===== src/rtl/prio_intc_pkg.sv =====
package prio_intc_pkg;
  typedef enum logic [1:0] {
    CMD_EOI  = 2'd0,
    CMD_MASK = 2'd1,
    CMD_MODE = 2'd2,
    CMD_BASE = 2'd3
  } cmd_e;
endpackage


===== src/rtl/prio_intc_req.sv =====
module prio_intc_req #(
  parameter int N_LINES = 8
) (
  input  logic               clk_i,
  input  logic               rst_ni,
  input  logic [N_LINES-1:0] ir_i,
  input  logic [N_LINES-1:0] lvl_mode_i,
  input  logic [N_LINES-1:0] clr_i,
  output logic [N_LINES-1:0] irr_o
);
  logic [N_LINES-1:0] arm_q, irr_q;

  // edge lines need a pending request or a fresh arm; level lines follow the pin
  always_ff @(posedge clk_i or negedge rst_ni) begin
    if (!rst_ni) begin
      arm_q <= '0;
      irr_q <= '0;
    end else begin
      arm_q <= ~ir_i;
      irr_q <= ir_i & (lvl_mode_i | irr_q | arm_q) & ~clr_i;
    end
  end

  assign irr_o = irr_q;

  for (genvar i = 0; i < N_LINES; i++) begin : g_line
    AST_EDGE_NO_REPEAT: assert property (@(posedge clk_i) disable iff (!rst_ni)
      (!lvl_mode_i[i] && $past(ir_i[i]) && ir_i[i] && !irr_q[i]) |=> !irr_q[i]);
    AST_LEVEL_DROP: assert property (@(posedge clk_i) disable iff (!rst_ni)
      (lvl_mode_i[i] && !ir_i[i]) |=> !irr_q[i]);
  end
endmodule


===== src/rtl/prio_intc_resolve.sv =====
module prio_intc_resolve #(
  parameter int N_LINES = 8,
  localparam int LVL_W = $clog2(N_LINES)
) (
  input  logic [N_LINES-1:0] irr_i,
  input  logic [N_LINES-1:0] mask_i,
  input  logic [N_LINES-1:0] isr_i,
  output logic               win_valid_o,
  output logic [LVL_W-1:0]   win_lvl_o
);
  logic [N_LINES-1:0] elig;
  int unsigned ceil_lvl;

  assign elig = irr_i & ~mask_i;

  always_comb begin
    ceil_lvl    = N_LINES;
    win_valid_o = 1'b0;
    win_lvl_o   = '0;
    for (int i = N_LINES - 1; i >= 0; i--)
      if (isr_i[i]) ceil_lvl = i;
    for (int i = N_LINES - 1; i >= 0; i--)
      if (elig[i] && (i < ceil_lvl)) begin
        win_valid_o = 1'b1;
        win_lvl_o   = LVL_W'(i);
      end
  end
endmodule


===== src/rtl/prio_intc_ack.sv =====
module prio_intc_ack #(
  parameter int N_LINES = 8,
  parameter int VEC_W   = 8,
  localparam int LVL_W  = $clog2(N_LINES),
  localparam int BASE_W = VEC_W - LVL_W
) (
  input  logic               clk_i,
  input  logic               rst_ni,
  input  logic               inta_i,
  input  logic               eoi_i,
  input  logic               win_valid_i,
  input  logic [LVL_W-1:0]   win_lvl_i,
  input  logic [N_LINES-1:0] irr_i,
  input  logic [BASE_W-1:0]  base_i,
  output logic [N_LINES-1:0] clr_o,
  output logic [N_LINES-1:0] isr_o,
  output logic               frozen_o,
  output logic [VEC_W-1:0]   vector_o,
  output logic               vec_valid_o
);
  logic               frozen_q, fz_valid_q;
  logic [LVL_W-1:0]   fz_lvl_q;
  logic [N_LINES-1:0] isr_q, set_vec, eoi_clr;
  logic [VEC_W-1:0]   vec_q;
  logic               vv_q, hit;

  // commit only if the frozen request still stands
  assign hit     = frozen_q & fz_valid_q & irr_i[fz_lvl_q];
  assign set_vec = hit ? (N_LINES'(1) << fz_lvl_q) : '0;
  assign eoi_clr = eoi_i ? (isr_q & (~isr_q + N_LINES'(1))) : '0;

  always_ff @(posedge clk_i or negedge rst_ni) begin
    if (!rst_ni) begin
      frozen_q   <= 1'b0;
      fz_valid_q <= 1'b0;
      fz_lvl_q   <= '0;
      isr_q      <= '0;
      vec_q      <= '0;
      vv_q       <= 1'b0;
    end else begin
      frozen_q <= !frozen_q && inta_i;
      if (!frozen_q && inta_i) begin
        fz_valid_q <= win_valid_i;
        fz_lvl_q   <= win_lvl_i;
      end
      isr_q <= (isr_q & ~eoi_clr) | set_vec;
      vv_q  <= frozen_q;
      if (frozen_q) vec_q <= {base_i, hit ? fz_lvl_q : {LVL_W{1'b1}}};
    end
  end

  assign clr_o       = set_vec;
  assign isr_o       = isr_q;
  assign frozen_o    = frozen_q;
  assign vector_o    = vec_q;
  assign vec_valid_o = vv_q;

  AST_VEC_PULSE: assert property (@(posedge clk_i) disable iff (!rst_ni)
    vv_q |=> !vv_q);
  AST_ISR_GROW_ONE: assert property (@(posedge clk_i) disable iff (!rst_ni)
    $countones(isr_q) <= $countones($past(isr_q)) + 1);
  AST_NEST_ORDER: assert property (@(posedge clk_i) disable iff (!rst_ni)
    hit |-> ((isr_q & ~({N_LINES{1'b1}} << (int'(fz_lvl_q) + 1))) == '0));
  AST_EOI_RETIRES_ONE: assert property (@(posedge clk_i) disable iff (!rst_ni)
    (eoi_i && isr_q != '0 && !hit) |=> ($countones(isr_q) == $countones($past(isr_q)) - 1));
  AST_DEFAULT_NO_SET: assert property (@(posedge clk_i) disable iff (!rst_ni)
    (frozen_q && !hit) |=> ((isr_q & ~$past(isr_q)) == '0));
endmodule


===== src/rtl/prio_intc.sv =====
module prio_intc
  import prio_intc_pkg::*;
#(
  parameter int N_LINES = 8,
  parameter int VEC_W   = 8,
  localparam int LVL_W  = $clog2(N_LINES),
  localparam int BASE_W = VEC_W - LVL_W
) (
  input  logic               clk_i,
  input  logic               rst_ni,
  input  logic [N_LINES-1:0] ir_i,
  input  logic               inta_i,
  input  logic               cmd_we_i,
  input  logic [1:0]         cmd_sel_i,
  input  logic [VEC_W-1:0]   cmd_data_i,
  output logic               int_o,
  output logic [VEC_W-1:0]   vector_o,
  output logic               vec_valid_o
);
  logic [N_LINES-1:0] mask_q, mode_q, irr, isr, clr;
  logic [BASE_W-1:0]  base_q;
  logic               win_valid, frozen, int_q, eoi;
  logic [LVL_W-1:0]   win_lvl;

  assign eoi = cmd_we_i && (cmd_e'(cmd_sel_i) == CMD_EOI);

  always_ff @(posedge clk_i or negedge rst_ni) begin
    if (!rst_ni) begin
      mask_q <= '0;
      mode_q <= '0;
      base_q <= '0;
    end else if (cmd_we_i) begin
      unique case (cmd_e'(cmd_sel_i))
        CMD_MASK: mask_q <= cmd_data_i[N_LINES-1:0];
        CMD_MODE: mode_q <= cmd_data_i[N_LINES-1:0];
        CMD_BASE: base_q <= cmd_data_i[VEC_W-1:LVL_W];
        default:  ;
      endcase
    end
  end

  prio_intc_req #(.N_LINES(N_LINES)) u_req (
    .clk_i(clk_i), .rst_ni(rst_ni), .ir_i(ir_i),
    .lvl_mode_i(mode_q), .clr_i(clr), .irr_o(irr)
  );

  prio_intc_resolve #(.N_LINES(N_LINES)) u_res (
    .irr_i(irr), .mask_i(mask_q), .isr_i(isr),
    .win_valid_o(win_valid), .win_lvl_o(win_lvl)
  );

  prio_intc_ack #(.N_LINES(N_LINES), .VEC_W(VEC_W)) u_ack (
    .clk_i(clk_i), .rst_ni(rst_ni), .inta_i(inta_i), .eoi_i(eoi),
    .win_valid_i(win_valid), .win_lvl_i(win_lvl), .irr_i(irr), .base_i(base_q),
    .clr_o(clr), .isr_o(isr), .frozen_o(frozen),
    .vector_o(vector_o), .vec_valid_o(vec_valid_o)
  );

  always_ff @(posedge clk_i or negedge rst_ni) begin
    if (!rst_ni) int_q <= 1'b0;
    else         int_q <= win_valid && !frozen && !inta_i;
  end

  assign int_o = int_q;

  AST_INT_NEEDS_REQ: assert property (@(posedge clk_i) disable iff (!rst_ni)
    int_q |-> $past((irr & ~mask_q) != '0));
  AST_INT_LOW_FROZEN: assert property (@(posedge clk_i) disable iff (!rst_ni)
    frozen |-> !int_q);
endmodule


===== config.mk =====
export PLATFORM = sky130hd
export DESIGN_NAME = prio_intc
export DESIGN_NICKNAME = d
export VERILOG_FILES = /design/src/rtl/prio_intc_pkg.sv /design/src/rtl/prio_intc_req.sv /design/src/rtl/prio_intc_resolve.sv /design/src/rtl/prio_intc_ack.sv /design/src/rtl/prio_intc.sv
export SDC_FILE = /design/constraint.sdc
export NUM_CORES = 1
export LEC_CHECK = 0
export ABC_AREA = 0
export BUFFER_PORTS_ARGS = -buffer_cell sky130_fd_sc_hd__clkbuf_2
export CORE_MARGIN = 8
export CORE_UTILIZATION = 54
export DETAILED_ROUTE_END_ITERATION = 10
export PLACE_DENSITY = 0.72
export SLEW_MARGIN = 25
export SYNTH_ARGS = -nofsm -noshare
export SYNTH_HDL_FRONTEND = slang
export SYNTH_SLANG_ARGS = --single-unit

===== constraint.sdc =====
create_clock -name clk_i -period 1.7 [get_ports clk_i]
set_input_delay 0.34 -clock clk_i [delete_from_list [all_inputs] [get_ports clk_i]]
set_output_delay 0.34 -clock clk_i [all_outputs]
set_load 0.01 [all_outputs]

==> results_dict.tcl, run 1 <==
set metrics [dict create \
    post-dp-hpwl_um 3672 \
    setup.worst_path.start "u_ack.isr_o[5]" \
    cts_resized 0 \
    rsz0062_at_grt "false" \
    peakVddDrop_mv 0.7414 \
    power_switching_mw 1.205 \
    status "completed" \
    regToRegEndpoint "u_ack.fz_lvl_q[2]" \
    fin_area_um2 2889 \
    ff2ff_setup_slack_ns 0.21 \
    drtIter0Drc 145 \
    cts_buffers 9 \
    track_usage_pct 15.69 \
    worstSkewPairLatency_ns 0.34 \
    wl_per_cell_um 17.96 \
    postSynthCellCount 189 \
    hold_buffers 0 \
    viasPerCell 5.993 \
    place_ws_ns 0.2154 \
    slew_viol_final 0 \
    fin_crit_ns 1.495 \
    core_area_um2 4384 \
    grt_pass1_wl_um 8769 \
    fmax_mhz 668.9 \
    layout-drive-gt1-share_pct 36.86 \
    synth-seq-cells 60 \
    dieArea_um2 7000 \
    critPathMaxStageDelay_ns 0.42 \
    r2r_start "u_ack.isr_o[5]" \
    final-seq-area_um2 1501 \
    grt_pass1_vias 1845 \
    antenna_found_initial 0 \
    n_antenna_cell 0 \
    cts_buffer_depth 2 \
    most-common-layout-cells "dfrtp_1 (60), clkbuf_2 (31), mux2_2 (27), nand2_1 (16), clkbuf_8 (11)" \
    die_h_um 83.67 \
    cp_top_family "compound AO/OA/AOI/OAI gates" \
    overflow 0 \
    worstSetupEndpointType "register" \
    critPathArrivalTime_ns 1.74 \
    sequentialPowerShare_pct 50.8 \
    path_class "reg -> reg" \
    post-route-drc-count 0 \
    clkPwrFrac_pct 28.6 \
    gp_congestion 0.9388 \
    post-cts-setup-buffer-count 0 \
    synthFlopType "dfrtp_1" \
    cts_tree "built" \
    required_ns 1.94 \
    final-hold-violation-count 0 \
    area_growth_pct 16.85 \
    layout_commonest_cell "dfrtp_1" \
    grt_start_max_net_pins 61 \
    layout.nets 254 \
    hold_path_class "in -> async" \
    ys_warn_count 0 \
    pin_count 32 \
    relSlewSlack_pct 67.76 \
    clock-sinks 60 \
    fill_cells 333 \
    finalClockSkew_ns 0.008041 \
    die_width_um 83.67 \
    synth_nets 211 \
    vias 1726 \
    synth_edf_count 0 \
    async_flop_share_pct 100.0 \
    worst_slew_pin_slew_ns 0.4821 \
    numPortBuffers 31 \
    finalSetupViolCount 0 \
    place_area_um2 2720 \
    cp.buffers_inverters 0 \
    path_cells "or3b_1 > a21oi_2 > o21ai_2 > o31ai_2" \
    seq_area_frac_synth_pct 60.73 \
    p_leak_nw 1.325 \
    firstDrtPassIters 4 \
    synth_area_um2 2472 \
    start_util_pct 56.39 \
    synth_area_per_cell_um2 13.08 \
    ant_nets 0 \
    htreeDepth 3 \
    combPwrFrac_pct 20.5 \
    p_int_mw 2.715 \
    cts_root_buf "clkbuf_8" \
    crit_path_start_kind "register" \
    routed_wl_um 5172 \
    swShare_pct 30.73 \
    multiInputGateArea_um2 918.4 \
    r2r_cells 4 \
    setup_slack_ns 0.2050 \
    synth.distinct_cells 37 \
    std_cell_rows 24 \
    clkTransAtPathRegs_ns 0.07 \
    fin_crit_sh_pct 87.94 \
    crit_fanout 5 \
    cap_viol_max_count 0 \
    setup_tns_ns 0 \
    slowest_stage "dfrtp_1" \
    powerDensity_nw_per_um2 1357 \
]
## logic make-up (layout without fill, tap and decap cells)
family / Yosys count / in the layout / share of synthesized area [%]
buf+inv: 13 / 60 / 2.125
simple gates: 56 / 56 / 13.76
mux: 28 / 28 / 13.21
flops: 60 / 60 / 60.73
compound gates: 32 / 32 / 10.17
## power by group through the flow
stage          Sequential [mW]  Clock (mW)  Combinational, mW
6_report                  1.99        1.12              0.805
5_1_grt                   2.03        1.22              0.891
4_1_cts                   1.98        1.15              0.815
3_5_place_dp              2.01           0              0.807
3_3_place_gp              1.98           0              0.776
2_1_floorplan             1.95           0              0.558
## flip-flops by register name (all words and copies together), names as in the netlist, 3 cells and up
signal          cells
mask_q              8
mode_q              8
u_ack.isr_o         8
u_ack.vector_o      8
u_req.arm_q         8
u_req.irr_o         8
base_q              5
u_ack.fz_lvl_q      3
## metal layers
metal | part of all wire (%) | up-vias | GRT usage (%)
li1 | - | 775 | -
met1 | 43 | 889 | 18.93
met2 | 49 | 52 | 23.58
met3 | 5.6 | 10 | 6.152
met4 | 2.0 | 0 | 8.163
met5 | 0 | - | 0
## stage by stage
step	power [mW]	instances	util (%)	hold slack [ns]
after global routing	4.134	288	65.90	0.01781
after detailed placement	2.816	273	62.04	0.3720
after floorplan	2.507	189	-	0.04441
after global placement	2.754	273	62.04	0.3642
final	3.919	288	65.90	0.002530
after CTS	3.945	288	65.90	0.009296
## worst max path at each step
stage                        endpoint  cells past startpoint
floorplan                       int_o                      4
global placement       u_ack.isr_o[6]                      5
detailed placement     u_ack.isr_o[6]                      5
CTS                             int_o                      4
global route                    int_o                      4
finish              u_ack.fz_lvl_q[2]                      4
## layout make-up
| class | instances | share of cell area (%) |
|---|---|---|
| multi-input cells | 116 | 31.79 |
| flip-flops and latches | 60 | 51.97 |
| clock buffers | 13 | 5.500 |
| inverters | 10 | 1.299 |
| clock inverters | 2 | 0.3465 |
| well taps | 52 | 2.252 |
| repair buffers | 35 | 6.843 |
## cell usage after synthesis (3+ instances only)
master     n  area share [%]
nand2b_1   4             1.0
nand3_1    5             1.0
o311a_1    8             3.2
or3_1      3            0.76
o31ai_1    3            0.91
dfrtp_1   60              61
nand2_1   16             2.4
or3b_1     4             1.4
inv_1     10             1.5
a21oi_1    3            0.61
nor2_1     8             1.2
buf_2      3            0.61
mux2_2    27              12
o21ai_0    5             1.0
a21oi_2    3             1.1
Power figures use the tool's default switching activity.
==> run 2: changes to the inputs <==
--- a/config.mk
+++ b/config.mk
@@ -6,11 +6,12 @@
 export NUM_CORES = 1
 export LEC_CHECK = 0
 export ABC_AREA = 0
-export BUFFER_PORTS_ARGS = -buffer_cell sky130_fd_sc_hd__clkbuf_2
+export BUFFER_PORTS_ARGS = -buffer_cell sky130_fd_sc_hd__buf_2
 export CORE_MARGIN = 8
-export CORE_UTILIZATION = 54
+export CORE_UTILIZATION = 56
+export CTS_CLUSTER_DIAMETER = 100
 export DETAILED_ROUTE_END_ITERATION = 10
-export PLACE_DENSITY = 0.72
+export PLACE_DENSITY = 0.75
 export SLEW_MARGIN = 25
 export SYNTH_ARGS = -nofsm -noshare
 export SYNTH_HDL_FRONTEND = slang
==> run 2 against run 1 <==
First-iteration DRC count up 2.8%; cell count is 0.35% higher; combinational power is essentially flat; sequential power about the same; clock power increased by 15%; largest cell class unchanged; critical path depth is the same; die area fell by 2.9%.
==> results_dict.tcl, run 2 (synthesized netlist as in run 1, its figures left out) <==
set metrics [dict create \
    post-dp-hpwl_um 3738 \
    place_area_um2 2720 \
    clkTransAtPathRegs_ns 0.07 \
    pin_count 32 \
    peakVddDrop_mv 0.8516 \
    die_width_um 82.45 \
    fin_crit_ns 1.496 \
    cp.depth 4 \
    cts_buffer_depth 2 \
    cts_resized 0 \
    relSlewSlack_pct 65.59 \
    path_cells "nor4b_2 > o21ai_0 > a21oi_1 > a31o_2" \
    setup_slack_ns 0.2043 \
    n_antenna_cell 0 \
    clock-sinks 60 \
    place_ws_ns 0.2216 \
    p_leak_nw 1.331 \
    viasPerCell 5.896 \
    cts_tree "built" \
    crit_path_start_kind "register" \
    worstSetupEndpointType "register" \
    ant_nets 0 \
    firstDrtPassIters 4 \
    layout.nets 254 \
    worstSkewPairLatency_ns 0.33 \
    post-route-drc-count 0 \
    core_area_um2 4294 \
    worst_slew_pin_slew_ns 0.5145 \
    wirelength_met1_um 2208 \
    layout-drive-gt1-share_pct 37.55 \
    dpl.cell_count 273 \
    routed_wl_um 5187 \
    cap_viol_max_count 0 \
    final-hold-violation-count 0 \
    fin_crit_sh_pct 87.98 \
    grt_start_max_net_pins 61 \
    grt_pass1_vias 1757 \
    rsz0062_at_grt "false" \
    dr_wl_met2_um 2524 \
    required_ns 1.98 \
    most-common-layout-cells "dfrtp_1 (60), buf_2 (31), mux2_2 (27), nand2_1 (16), clkbuf_8 (11)" \
    track_usage_pct 17.16 \
    vias 1704 \
    finalClockSkew_ns 0.008482 \
    fmax_mhz 668.6 \
    gp_congestion 0.9240 \
    r2r_cells 4 \
    crit_fanout 7 \
    slowest_stage "dfrtp_1" \
    wl_per_cell_um 17.95 \
    cts_root_buf "clkbuf_8" \
    setup_tns_ns 0 \
    cp_top_family "compound AO/OA/AOI/OAI gates" \
    finalSetupViolCount 0 \
    post-cts-setup-buffer-count 0 \
    antenna_found_initial 0 \
    grt_pass1_wl_um 8604 \
    numPortBuffers 31 \
    hold_path_class "in -> async" \
    htreeDepth 3 \
    top_layer_used "met4" \
    critPathMaxStageDelay_ns 0.48 \
    dr_wl_met3_um 363 \
    cts_buffers 9 \
    drtIter0Drc 149 \
    area_growth_pct 18.22 \
    powerDensity_nw_per_um2 1398 \
    stdcell_count 289 \
    path_class "reg -> reg" \
    cp.buffers_inverters 0 \
    layout_commonest_cell "dfrtp_1" \
    critPathArrivalTime_ns 1.77 \
    finalPower_mw 4.085 \
    dieArea_um2 6797 \
    start_util_pct 57.58 \
    slew_viol_final 0 \
    status "completed" \
    overflow 0 \
    std_cell_rows 24 \
    fin_util_pct 68.07 \
    hold_buffers 0 \
    fin_area_um2 2923 \
    die_h_um 82.45 \
    whs_ns 0.008276 \
    ff2ff_setup_slack_ns 0.20 \
]
==> run 2: cell count changes in the layout (fill, tap and decap cells not counted) <==
cell        before  now
bufinv_16        0    1
clkinvlp_4       0    1
clkbuf_2        31    0
buf_2            0   31
clkbuf_1         2    1
==> run 2: cell type report <==
class / instances / area, um^2
fill: 325 / 1371
clock buffer: 12 / 155.1
tap: 52 / 65.06
multi-input combinational: 116 / 918.4
clock inverter: 4 / 47.55
timing repair buffer: 35 / 197.7
sequential: 60 / 1501
inverter: 10 / 37.54
==> run 2: power breakdown <==
group / switching [mW] / internal, mW
registers: 0.274 / 1.72
logic: 0.406 / 0.403
clock network: 0.534 / 0.752
total: 1.21 / 2.87
==> run 2: metal layers <==
layer	up-vias	track usage [%]
met5	-	0
met2	75	26.78
met4	0	7.719
li1	772	-
met3	7	6.710
met1	850	20.59
==> run 2: path summary, 6_finish.rpt <==
path,start,endpoint
max,u_ack.isr_o[0],u_ack.fz_lvl_q[0]
max in group asynchronous,rst_ni,u_ack.vector_o[3]
max reg2reg,u_ack.isr_o[0],u_ack.fz_lvl_q[0]
min reg2reg,u_ack.vector_o[2],u_ack.vector_o[2]
min,rst_ni,u_ack.fz_lvl_q[1]
min in group clk_i,ir_i[5],u_req.arm_q[5]
